--- config.mk ---
export PLATFORM = sky130hd
export DESIGN_NAME = dual_lock_monitor
export DESIGN_NICKNAME = d
export VERILOG_FILES = /design/src/rtl/lockmon_pkg.sv /design/src/rtl/lockmon_phase_meas.sv /design/src/rtl/lockmon_hyst.sv /design/src/rtl/lockmon_pin_mux.sv /design/src/rtl/dual_lock_monitor.sv
export SDC_FILE = /design/constraint.sdc
export NUM_CORES = 1
export LEC_CHECK = 0
export CAP_MARGIN = 40
export CORE_UTILIZATION = 58
export DETAILED_ROUTE_END_ITERATION = 10
export PLACE_DENSITY = 0.84
export SYNTH_ARGS = -nofsm -noshare
export SYNTH_HDL_FRONTEND = slang
export SYNTH_SLANG_ARGS = --single-unit
export TNS_END_PERCENT = 30
--- constraint.sdc ---
create_clock -name clk -period 6.2 [get_ports clk]
set_clock_uncertainty 0.15 [all_clocks]
set_input_delay 1.24 -clock clk [delete_from_list [all_inputs] [get_ports clk]]
set_output_delay 1.24 -clock clk [all_outputs]
set_load 0.02 [all_outputs]
--- src/rtl/lockmon_pkg.sv ---
package lockmon_pkg;

    // Phase-window measuring machine
    typedef enum logic [1:0] {
        M_IDLE     = 2'd0,
        M_REF_LEAD = 2'd1,
        M_DIV_LEAD = 2'd2
    } meas_state_t;

    // Lock hysteresis machine
    typedef enum logic [1:0] {
        H_OFF    = 2'd0,
        H_HUNT   = 2'd1,
        H_LOCKED = 2'd2
    } hyst_state_t;

    // Status pin source, encoding decoded from the select input
    typedef enum logic [1:0] {
        SEL_PORT   = 2'b00,
        SEL_LOOP_B = 2'b01,
        SEL_LOOP_A = 2'b10,
        SEL_EITHER = 2'b11
    } pin_sel_t;

    localparam int NUM_LOOPS = 2;

endpackage

--- src/rtl/lockmon_phase_meas.sv ---
module lockmon_phase_meas
    import lockmon_pkg::*;
#(
    parameter int THRESH = 80
) (
    input  logic clk,
    input  logic rst_n,
    input  logic pwr_en,
    input  logic ref_stb,
    input  logic div_stb,
    output logic cmp_done,
    output logic cmp_bad
);

    localparam int              TW    = $clog2(THRESH + 1);
    localparam logic [TW-1:0]   LIMIT = TW'(THRESH);
    localparam logic [TW-1:0]   ONE   = TW'(1);

    meas_state_t   st_q, st_d;
    logic [TW-1:0] cnt_q, cnt_d;
    logic          at_limit;

    assign at_limit = (cnt_q == LIMIT);

    // State register
    always_ff @(posedge clk or negedge rst_n) begin
        if (!rst_n) begin
            st_q  <= M_IDLE;
            cnt_q <= '0;
        end else begin
            st_q  <= st_d;
            cnt_q <= cnt_d;
        end
    end

    // Next state and window count
    always_comb begin
        st_d  = st_q;
        cnt_d = cnt_q;
        if (!pwr_en) begin
            st_d  = M_IDLE;
            cnt_d = '0;
        end else begin
            unique case (st_q)
                M_IDLE: begin
                    if (ref_stb && !div_stb) begin
                        st_d  = M_REF_LEAD;
                        cnt_d = ONE;
                    end else if (div_stb && !ref_stb) begin
                        st_d  = M_DIV_LEAD;
                        cnt_d = ONE;
                    end
                end
                M_REF_LEAD: begin
                    if (div_stb || at_limit) begin
                        if (ref_stb) begin
                            st_d  = M_REF_LEAD;
                            cnt_d = ONE;
                        end else begin
                            st_d  = M_IDLE;
                            cnt_d = '0;
                        end
                    end else begin
                        cnt_d = cnt_q + ONE;
                    end
                end
                M_DIV_LEAD: begin
                    if (ref_stb || at_limit) begin
                        if (div_stb) begin
                            st_d  = M_DIV_LEAD;
                            cnt_d = ONE;
                        end else begin
                            st_d  = M_IDLE;
                            cnt_d = '0;
                        end
                    end else begin
                        cnt_d = cnt_q + ONE;
                    end
                end
                default: begin
                    st_d  = M_IDLE;
                    cnt_d = '0;
                end
            endcase
        end
    end

    // Comparison result outputs
    always_comb begin
        cmp_done = 1'b0;
        cmp_bad  = 1'b0;
        if (pwr_en) begin
            unique case (st_q)
                M_IDLE: begin
                    cmp_done = ref_stb && div_stb;
                end
                M_REF_LEAD: begin
                    cmp_done = div_stb || at_limit;
                    cmp_bad  = !div_stb && at_limit;
                end
                M_DIV_LEAD: begin
                    cmp_done = ref_stb || at_limit;
                    cmp_bad  = !ref_stb && at_limit;
                end
                default: begin
                    cmp_done = 1'b0;
                end
            endcase
        end
    end

endmodule

--- src/rtl/lockmon_hyst.sv ---
module lockmon_hyst
    import lockmon_pkg::*;
#(
    parameter int GOOD_RUN = 8
) (
    input  logic clk,
    input  logic rst_n,
    input  logic pwr_en,
    input  logic cmp_done,
    input  logic cmp_bad,
    output logic oolf
);

    localparam int            CW   = (GOOD_RUN > 1) ? $clog2(GOOD_RUN) : 1;
    localparam logic [CW-1:0] LAST = CW'(GOOD_RUN - 1);
    localparam logic [CW-1:0] ONE  = CW'(1);

    hyst_state_t   st_q, st_d;
    logic [CW-1:0] run_q, run_d;
    logic          good, bad;

    assign good = cmp_done && !cmp_bad;
    assign bad  = cmp_done && cmp_bad;

    // State register
    always_ff @(posedge clk or negedge rst_n) begin
        if (!rst_n) begin
            st_q  <= H_OFF;
            run_q <= '0;
        end else begin
            st_q  <= st_d;
            run_q <= run_d;
        end
    end

    // Next state and good-run count
    always_comb begin
        st_d  = st_q;
        run_d = run_q;
        if (!pwr_en) begin
            st_d  = H_OFF;
            run_d = '0;
        end else begin
            unique case (st_q)
                H_OFF: begin
                    st_d  = H_HUNT;
                    run_d = '0;
                end
                H_HUNT: begin
                    if (bad) begin
                        run_d = '0;
                    end else if (good) begin
                        if (run_q == LAST) begin
                            st_d  = H_LOCKED;
                            run_d = '0;
                        end else begin
                            run_d = run_q + ONE;
                        end
                    end
                end
                H_LOCKED: begin
                    if (bad) begin
                        st_d  = H_HUNT;
                        run_d = '0;
                    end
                end
                default: begin
                    st_d  = H_OFF;
                    run_d = '0;
                end
            endcase
        end
    end

    // Flag output
    always_comb begin
        unique case (st_q)
            H_HUNT:  oolf = 1'b1;
            default: oolf = 1'b0;
        endcase
    end

endmodule

--- src/rtl/lockmon_pin_mux.sv ---
module lockmon_pin_mux
    import lockmon_pkg::*;
(
    input  logic                 clk,
    input  logic                 rst_n,
    input  logic [1:0]           sel,
    input  logic                 port_bit,
    input  logic [NUM_LOOPS-1:0] oolf,
    output logic                 pin
);

    logic pull_d;
    logic pin_q;

    // Pull-down request: 1 turns the output transistor on
    always_comb begin
        unique case (pin_sel_t'(sel))
            SEL_PORT:   pull_d = !port_bit;
            SEL_LOOP_B: pull_d = oolf[1];
            SEL_LOOP_A: pull_d = oolf[0];
            SEL_EITHER: pull_d = |oolf;
            default:    pull_d = 1'b0;
        endcase
    end

    always_ff @(posedge clk or negedge rst_n) begin
        if (!rst_n) begin
            pin_q <= 1'b1;
        end else begin
            pin_q <= !pull_d;
        end
    end

    assign pin = pin_q;

endmodule

--- src/rtl/dual_lock_monitor.sv ---
module dual_lock_monitor
    import lockmon_pkg::*;
#(
    parameter int THRESH   = 80,
    parameter int GOOD_RUN = 8
) (
    input  logic       clk,
    input  logic       rst_n,
    input  logic       pwr_a,
    input  logic       pwr_b,
    input  logic       ref_a,
    input  logic       div_a,
    input  logic       ref_b,
    input  logic       div_b,
    input  logic [1:0] sel,
    input  logic       port_bit,
    output logic       status_pin
);

    logic [NUM_LOOPS-1:0] pwr_vec;
    logic [NUM_LOOPS-1:0] ref_vec;
    logic [NUM_LOOPS-1:0] div_vec;
    logic [NUM_LOOPS-1:0] done_vec;
    logic [NUM_LOOPS-1:0] bad_vec;
    logic [NUM_LOOPS-1:0] oolf_vec;

    assign pwr_vec = {pwr_b, pwr_a};
    assign ref_vec = {ref_b, ref_a};
    assign div_vec = {div_b, div_a};

    for (genvar i = 0; i < NUM_LOOPS; i++) begin : g_loop
        lockmon_phase_meas #(
            .THRESH(THRESH)
        ) u_meas (
            .clk     (clk),
            .rst_n   (rst_n),
            .pwr_en  (pwr_vec[i]),
            .ref_stb (ref_vec[i]),
            .div_stb (div_vec[i]),
            .cmp_done(done_vec[i]),
            .cmp_bad (bad_vec[i])
        );

        lockmon_hyst #(
            .GOOD_RUN(GOOD_RUN)
        ) u_hyst (
            .clk     (clk),
            .rst_n   (rst_n),
            .pwr_en  (pwr_vec[i]),
            .cmp_done(done_vec[i]),
            .cmp_bad (bad_vec[i]),
            .oolf    (oolf_vec[i])
        );
    end

    lockmon_pin_mux u_pin (
        .clk     (clk),
        .rst_n   (rst_n),
        .sel     (sel),
        .port_bit(port_bit),
        .oolf    (oolf_vec),
        .pin     (status_pin)
    );

endmodule

After elaboration in Yosys (flattened, before gate mapping)
Cells that the tools add are included.
Widths: inputs -> output; s select.
{"block": "word_totals", "reg_bits": 29, "latch_bits": 0, "mem_bits_rw": 0, "rom_bits": 0, "in_bits": 11, "out_inout_bits": 1, "wordCells": 149, "mem_count": 0}
{"block": "op_classes", "add_sub_neg": 4, "n_mul": 0, "div_mod_pow": 0, "magnitude_cmp": 0, "eq_ne": 31, "n_shift": 0, "mux": 67, "bitwise_logic": 0, "n_reduce_logical": 38}
{"op": "$mux 7", "count": 10}
{"op": "$mux 2", "count": 22}
{"op": "$pmux 7 s3", "count": 2}
{"op": "$mux 3", "count": 10}
{"op": "$ne 3x2->1 const B", "count": 10}
{"op": "$pmux 2 s3", "count": 4}
{"op": "$ne 4x2->1 const B", "count": 4}
{"op": "$add 7x1->7 const B", "count": 2}
{"op": "$eq 7x7->1 const B", "count": 2}
{"op": "$logic_and 1x1->1", "count": 14}
{"op": "$eq 2x2->1 const B", "count": 6}
{"op": "$mux 1", "count": 12}
{"op": "$pmux 3 s2", "count": 2}
{"op": "$eq 2x1->1 const B", "count": 5}
{"op": "$logic_not 2->1", "count": 5}
{"op": "$logic_not 1->1", "count": 8}
{"op": "$reduce_and 4->1", "count": 2}
{"op": "$add 3x1->3 const B", "count": 2}
{"op": "$eq 3x3->1 const B", "count": 2}
{"op": "$ne 3x3->1 const B", "count": 2}
{"op": "$pmux 1 s3", "count": 2}
{"op": "$reduce_and 3->1", "count": 2}
{"op": "$logic_or 1x1->1", "count": 4}
{"op": "$pmux 1 s2", "count": 2}
{"op": "3 further kinds", "count": 4}

Depth between registers and ports, before layout
{"block": "depth", "ltp_word": 10, "depth_mapped": 7, "depth_no_buf": 7}

Modules after synthesis
A second synthesis with hierarchy kept.
{"block": "hier_totals", "hier_cells": 218, "area_unflattened_um2": 2109.5}
{"module": "lockmon_phase_meas", "n_inst": 2, "cells_each": 79, "area_per_inst_um2": 723.2, "seq_area_each_um2": 225.2}
{"module": "lockmon_hyst at g_loop[1].u_hyst", "n_inst": 1, "cells_each": 28, "area_per_inst_um2": 324.1, "seq_area_each_um2": 125.1}
{"module": "lockmon_hyst at g_loop[0].u_hyst", "n_inst": 1, "cells_each": 29, "area_per_inst_um2": 299.0, "seq_area_each_um2": 125.1}
{"module": "lockmon_pin_mux", "n_inst": 1, "cells_each": 3, "area_per_inst_um2": 40.0, "seq_area_each_um2": 26.3}

Least setup slack after synthesis
OpenSTA, ideal clock, no wires.
{"block": "synth_path", "path_kind": "in2reg", "startpoint": "input port ref_b", "endpoint": "register g_loop[1].u_hyst.run_q[1]", "setup_ns": 0.124, "t_arrival_ns": 2.350, "t_required_ns": 5.926, "path_slack_ns": 3.576, "path_stages": 5, "path_buffers": 0, "path_cell_list": "mux2_2 -> nor4_4 -> a31oi_2 -> and3_1 -> a211o_1"}
{"block": "synth_via", "elab_chain_len": 8, "elab_cells_between_ends": 17, "cone_classes": "eq/ne (2); mux (7); reduce/logical (8)"}
{"item": "from (decl)", "line": "dual_lock_monitor.sv:13", "source": "input logic ref_b,"}
{"item": "$logic_not 1->1", "line": "lockmon_phase_meas.sv:103", "source": "cmp_bad = !ref_stb && at_limit;"}
{"item": "$logic_and 1x1->1", "line": "lockmon_phase_meas.sv:103"}
{"item": "$pmux 1 s2", "line": "lockmon_phase_meas.sv:93", "source": "unique case (st_q)"}
{"item": "$mux 1", "line": "lockmon_phase_meas.sv:92", "source": "if (pwr_en) begin"}
{"item": "$logic_and 1x1->1 / $logic_not 1->1 (equally long branches)", "line": "lockmon_hyst.sv:23, lockmon_hyst.sv:22"}
{"item": "$mux 3 / $logic_and 1x1->1 (equally long branches)", "line": "lockmon_hyst.sv:50, lockmon_hyst.sv:22"}
{"item": "$pmux 3 s2 / $ne 4x2->1 (equally long branches)"}
{"item": "$mux 3 / $reduce_and 2->1 (equally long branches)"}
{"item": "to (signal assigned)", "line": "lockmon_hyst.sv:32", "source": "run_q <= run_d;"}
{"item": "to (decl)", "line": "lockmon_hyst.sv:19", "source": "logic [CW-1:0] run_q, run_d;"}
Parallel ways exist; a longest one is shown, timed or not.
A chain may end at the register's enable or synchronous reset.

Worst setup path in the final report
{"block": "layout_path", "startpoint": "input port div_a", "endpoint": "register g_loop[0].u_hyst.st_q[1]"}
{"block": "layout_via", "elab_chain_len": 8, "elab_cells_between_ends": 15, "cone_classes": "eq/ne (3); mux (4); reduce/logical (8)"}
{"item": "from (decl)", "line": "dual_lock_monitor.sv:12", "source": "input logic div_a,"}
{"item": "$logic_not 1->1", "line": "lockmon_phase_meas.sv:99", "source": "cmp_bad = !div_stb && at_limit;"}
{"item": "$logic_and 1x1->1", "line": "lockmon_phase_meas.sv:99"}
{"item": "$pmux 1 s2", "line": "lockmon_phase_meas.sv:93"}
{"item": "$mux 1", "line": "lockmon_phase_meas.sv:92"}
{"item": "$logic_not 1->1", "line": "lockmon_hyst.sv:22", "source": "assign good = cmp_done && !cmp_bad;"}
{"item": "$logic_and 1x1->1", "line": "lockmon_hyst.sv:22"}
{"item": "$ne 3x2->1 (no source line)"}
{"item": "$reduce_and 4->1 (no source line) *"}
{"item": "to (signal assigned)", "line": "lockmon_hyst.sv:31", "source": "st_q <= st_d;"}
{"item": "to (decl)", "line": "lockmon_hyst.sv:18", "source": "hyst_state_t st_q, st_d;"}
Mark *: on every way between the ends. The rest lies on a longest branch, timed or not.

==> flow_metrics.tcl <==
set metrics [dict create \
    maxSlewViolCount 0 \
    timing.critical_path.slowest_cell_delay_ns 0.66 \
    dpl_wire_length_mm 3.045 \
    power_per_cell_area_mw_per_mm2 227.4 \
    area_delta_synth_final_pct 12.21 \
    p_total_uw 536.0 \
    synthAdderAreaFrac_pct 11.91 \
    synthesis.area_mm2 0.002101 \
    port_buffers 11 \
    tritoncts "built" \
    grt_start_max_net_pins 30 \
    finalSetupTns_ns 0 \
    postLayoutCellArea_mm2 0.002357 \
    die_w_um 62.19 \
    synthSimpleGateAreaFrac_pct 27.10 \
    gp_congestion 0.8697 \
    timing.final.hold_violations 0 \
    cp_cell_sequence "clkdlybuf4s50_1 > ha_1 > a222oi_1 > a2111oi_0 > a22oi_1 > nor2b_1" \
    die_h_um 62.19 \
    crit_path_max_fanout 8 \
    drt-pass1-iter-count 5 \
    worst_setup_path_end_kind "flip-flop" \
    critical_path_required_ns 6.32 \
    routed_wirelength_mm 3.996 \
    crit_path_top_delay_cell "a2111oi_0" \
    rsz_0062_raised_after_global_routing "no" \
    max_slew_headroom_pct 53.08 \
    clock_tree.buffer_depth 2 \
    synth.ff_latch_count 29 \
    yosys_warnings 0 \
    timing.setup.critical_path_class "in2reg" \
    tritoncts_num_sinks 29 \
    synthesized_area_per_cell_um2 8.753 \
    synthXorXnorAreaFrac_pct 0 \
    worst_ep_arrival_time_ns 3.15 \
    min_path_type "reg2reg" \
    cts-htree-levels 2 \
    timing.fmax_mhz 330.5 \
    min_period_over_period_pct 48.81 \
    r2r_setup_slack_ns 3.69 \
    leakagePower_uw 0.001056 \
    overflow 0 \
    cts.repair_timing.setup_buffer_count 0 \
    placement_rows 21 \
    finalCoreUtilization_pct 69.01 \
    wl_per_cell_um 13.14 \
    cts_hold_buf 0 \
    drv.max_cap_violation_count 0 \
    number_of_antenna_violations_at_the_first_check_in_global_routing 0 \
    nFillCells 265 \
    share_of_async_settable_or_async_resettable_flops_after_synthesis_pct 100.0 \
    post_cts_resize_count 0 \
    final_period_minus_worst_setup_slack_ns 3.026 \
    groute.usage.overall_pct 23.75 \
    layout.nets 288 \
    drive_above_1_share_pct 8.140 \
    synth_enable_flop_cells 0 \
    total_nets_after_synthesis 271 \
    ys_dominant_reg_cell "dfrtp_1" \
    vdd.ir_drop.worst_v 0.0001329 \
    insertion_delay_ns 0.34 \
    drc_errors 0 \
    via_per_inst 5.836 \
    synth_cell_type_count 43 \
    routed-via-count 1774 \
    setup_violations 0 \
    post_synth_mux_area_share_pct 4.527 \
    synth.yosys.seq_area_share_pct 34.60 \
    placeableCoreArea_mm2 0.003416 \
    grt_pass1_vias 1720 \
    cts.clk_slew.worst_paths_ns 0.10 \
    initialDrtViolationCount 106 \
    placed_area_mm2 0.002268 \
    grt_pass1_wl_mm 7.458 \
    post_synth_inst_count 240 \
    status "finished, final reports clean" \
    synth_compound_gate_area_share_pct 18.11 \
    die-area_mm2 0.003867 \
    worst_setup_path_start_kind "primary input" \
    antenna_cells 0 \
    number_of_cts_inserted_buffers 5 \
    main_combinational_cell_family_by_area_after_synthesis "simple AND/OR/NAND/NOR gates" \
    i_o_pin_total 12 \
    transition_time_at_the_pin_with_the_least_slew_margin_ns 0.6861 \
    final_ant_viol_nets 0 \
    clockRootBuffer "clkbuf_4" \
    initial_core_util_pct 61.50 \
]
through the flow:
step	std cells	hold slack [ns]	setup WS, ns
2_1_floorplan	240	0.2990	3.576
3_3_place_gp	296	0.3226	2.922
3_5_place_dp	296	0.3399	2.823
4_1_cts	304	0.3525	3.171
5_1_grt	304	0.3822	3.008
6_report	304	0.3394	3.174
Yosys cell counts, types with 2 or more instances:
master / number / area (um^2)
nand2_1: 36 / 135.1
dfrtp_1: 28 / 700.7
ha_1: 20 / 250.2
inv_1: 19 / 71.32
nor2b_1: 15 / 93.84
nor2_1: 12 / 45.04
a22oi_1: 10 / 75.07
nand3_1: 8 / 40.04
nor3_1: 8 / 40.04
a21oi_1: 7 / 35.03
and3_1: 7 / 43.79
or3_1: 6 / 37.54
mux2i_1: 5 / 50.05
nand2b_1: 5 / 31.28
mux2_2: 4 / 45.04
o21ai_0: 4 / 20.02
o22ai_1: 4 / 25.02
a211o_1: 3 / 26.28
a21boi_0: 3 / 22.52
a31oi_1: 3 / 18.77
and2_1: 3 / 18.77
or2_2: 3 / 18.77
a21o_1: 2 / 15.01
a222oi_1: 2 / 20.02
clkbuf_1: 2 / 7.510
nor4_1: 2 / 12.51
o21a_1: 2 / 15.01
o31ai_1: 2 / 15.01
cell families (layout without fill, tap and decap cells):
logic type,after synthesis,after routing
adder cells (fa/ha/maj),20,20
multiplexers,9,9
buffers and inverters,21,39
flip-flops,29,29
AND/OR/NAND/NOR,109,109
AO/OA/AOI/OAI,52,52
worst max-delay path, delay by kind of cell:
family,cells,cell delay [ns]
compound gates,3,0.91
buf+inv,1,0.61
simple gates,1,0.16
fa+ha+maj,1,0.23
area by class of cell:
cell class	count	area (um^2)	share of cell area, %
timing repair buffer	12	117.6	4.989
sequential	29	726.9	30.84
tap	46	57.56	2.442
inverter	19	71.32	3.025
multi-input combinational	190	1295	54.94
clock inverter	2	37.54	1.592
clock buffer	6	51.30	2.176
placed cells by master, fill, tap and decap left out, types with 6 or more instances in the layout:
| master | synthesis | routed |
|---|---|---|
| or3_1 | 6 | 6 |
| a21oi_1 | 7 | 7 |
| nand3_1 | 8 | 8 |
| dfrtp_1 | 28 | 28 |
| inv_1 | 19 | 19 |
| clkdlybuf4s50_1 | 0 | 11 |
| nor2_1 | 12 | 12 |
| a22oi_1 | 10 | 10 |
| and3_1 | 7 | 7 |
| nor2b_1 | 15 | 15 |
| nor3_1 | 8 | 8 |
| ha_1 | 20 | 20 |
| nand2_1 | 36 | 36 |
path summary, 6_finish.rpt:
path	start	to	cells after the start
worst max-delay path	div_a	g_loop[0].u_hyst.st_q[1]	6
worst min-delay path	g_loop[1].u_meas.cnt_q[6]	g_loop[1].u_meas.cnt_q[6]	1
worst max register to register	g_loop[0].u_meas.cnt_q[0]	g_loop[0].u_hyst.st_q[1]	7
worst min register to register	g_loop[1].u_meas.cnt_q[6]	g_loop[1].u_meas.cnt_q[6]	1
max in group asynchronous	rst_n	u_pin.pin	2
min in group asynchronous	rst_n	g_loop[1].u_hyst.st_q[0]	2
layer usage:
metal,GRT usage (%),routed length [um],vias up,share of wire [%]
met5,0,0,-,0
met4,9.302,59,0,1.5
met3,4.779,132,7,3.3
met2,37.50,1840,34,46
met1,32.07,1964,835,49
li1,-,-,898,-
power by group:
| part | internal (uW) | switching [uW] | total, uW | leakage (uW) |
|---|---|---|---|---|
| clock network | 95.8 | 70.8 | 167 | 0.0000445 |
| logic | 62.4 | 90.7 | 153 | 0.000620 |
| registers | 202 | 14.1 | 216 | 0.000392 |
sequential cells by signal (all words and copies together) (netlist names):
| name | count |
|---|---|
| g_loop.u_meas.cnt_q | 14 |
| g_loop.u_hyst.run_q | 6 |
| g_loop.u_hyst.st_q | 4 |
| g_loop.u_meas.st_q | 4 |
| u_pin.pin | 1 |
No activity file was read; power rests on OpenSTA's default activity.
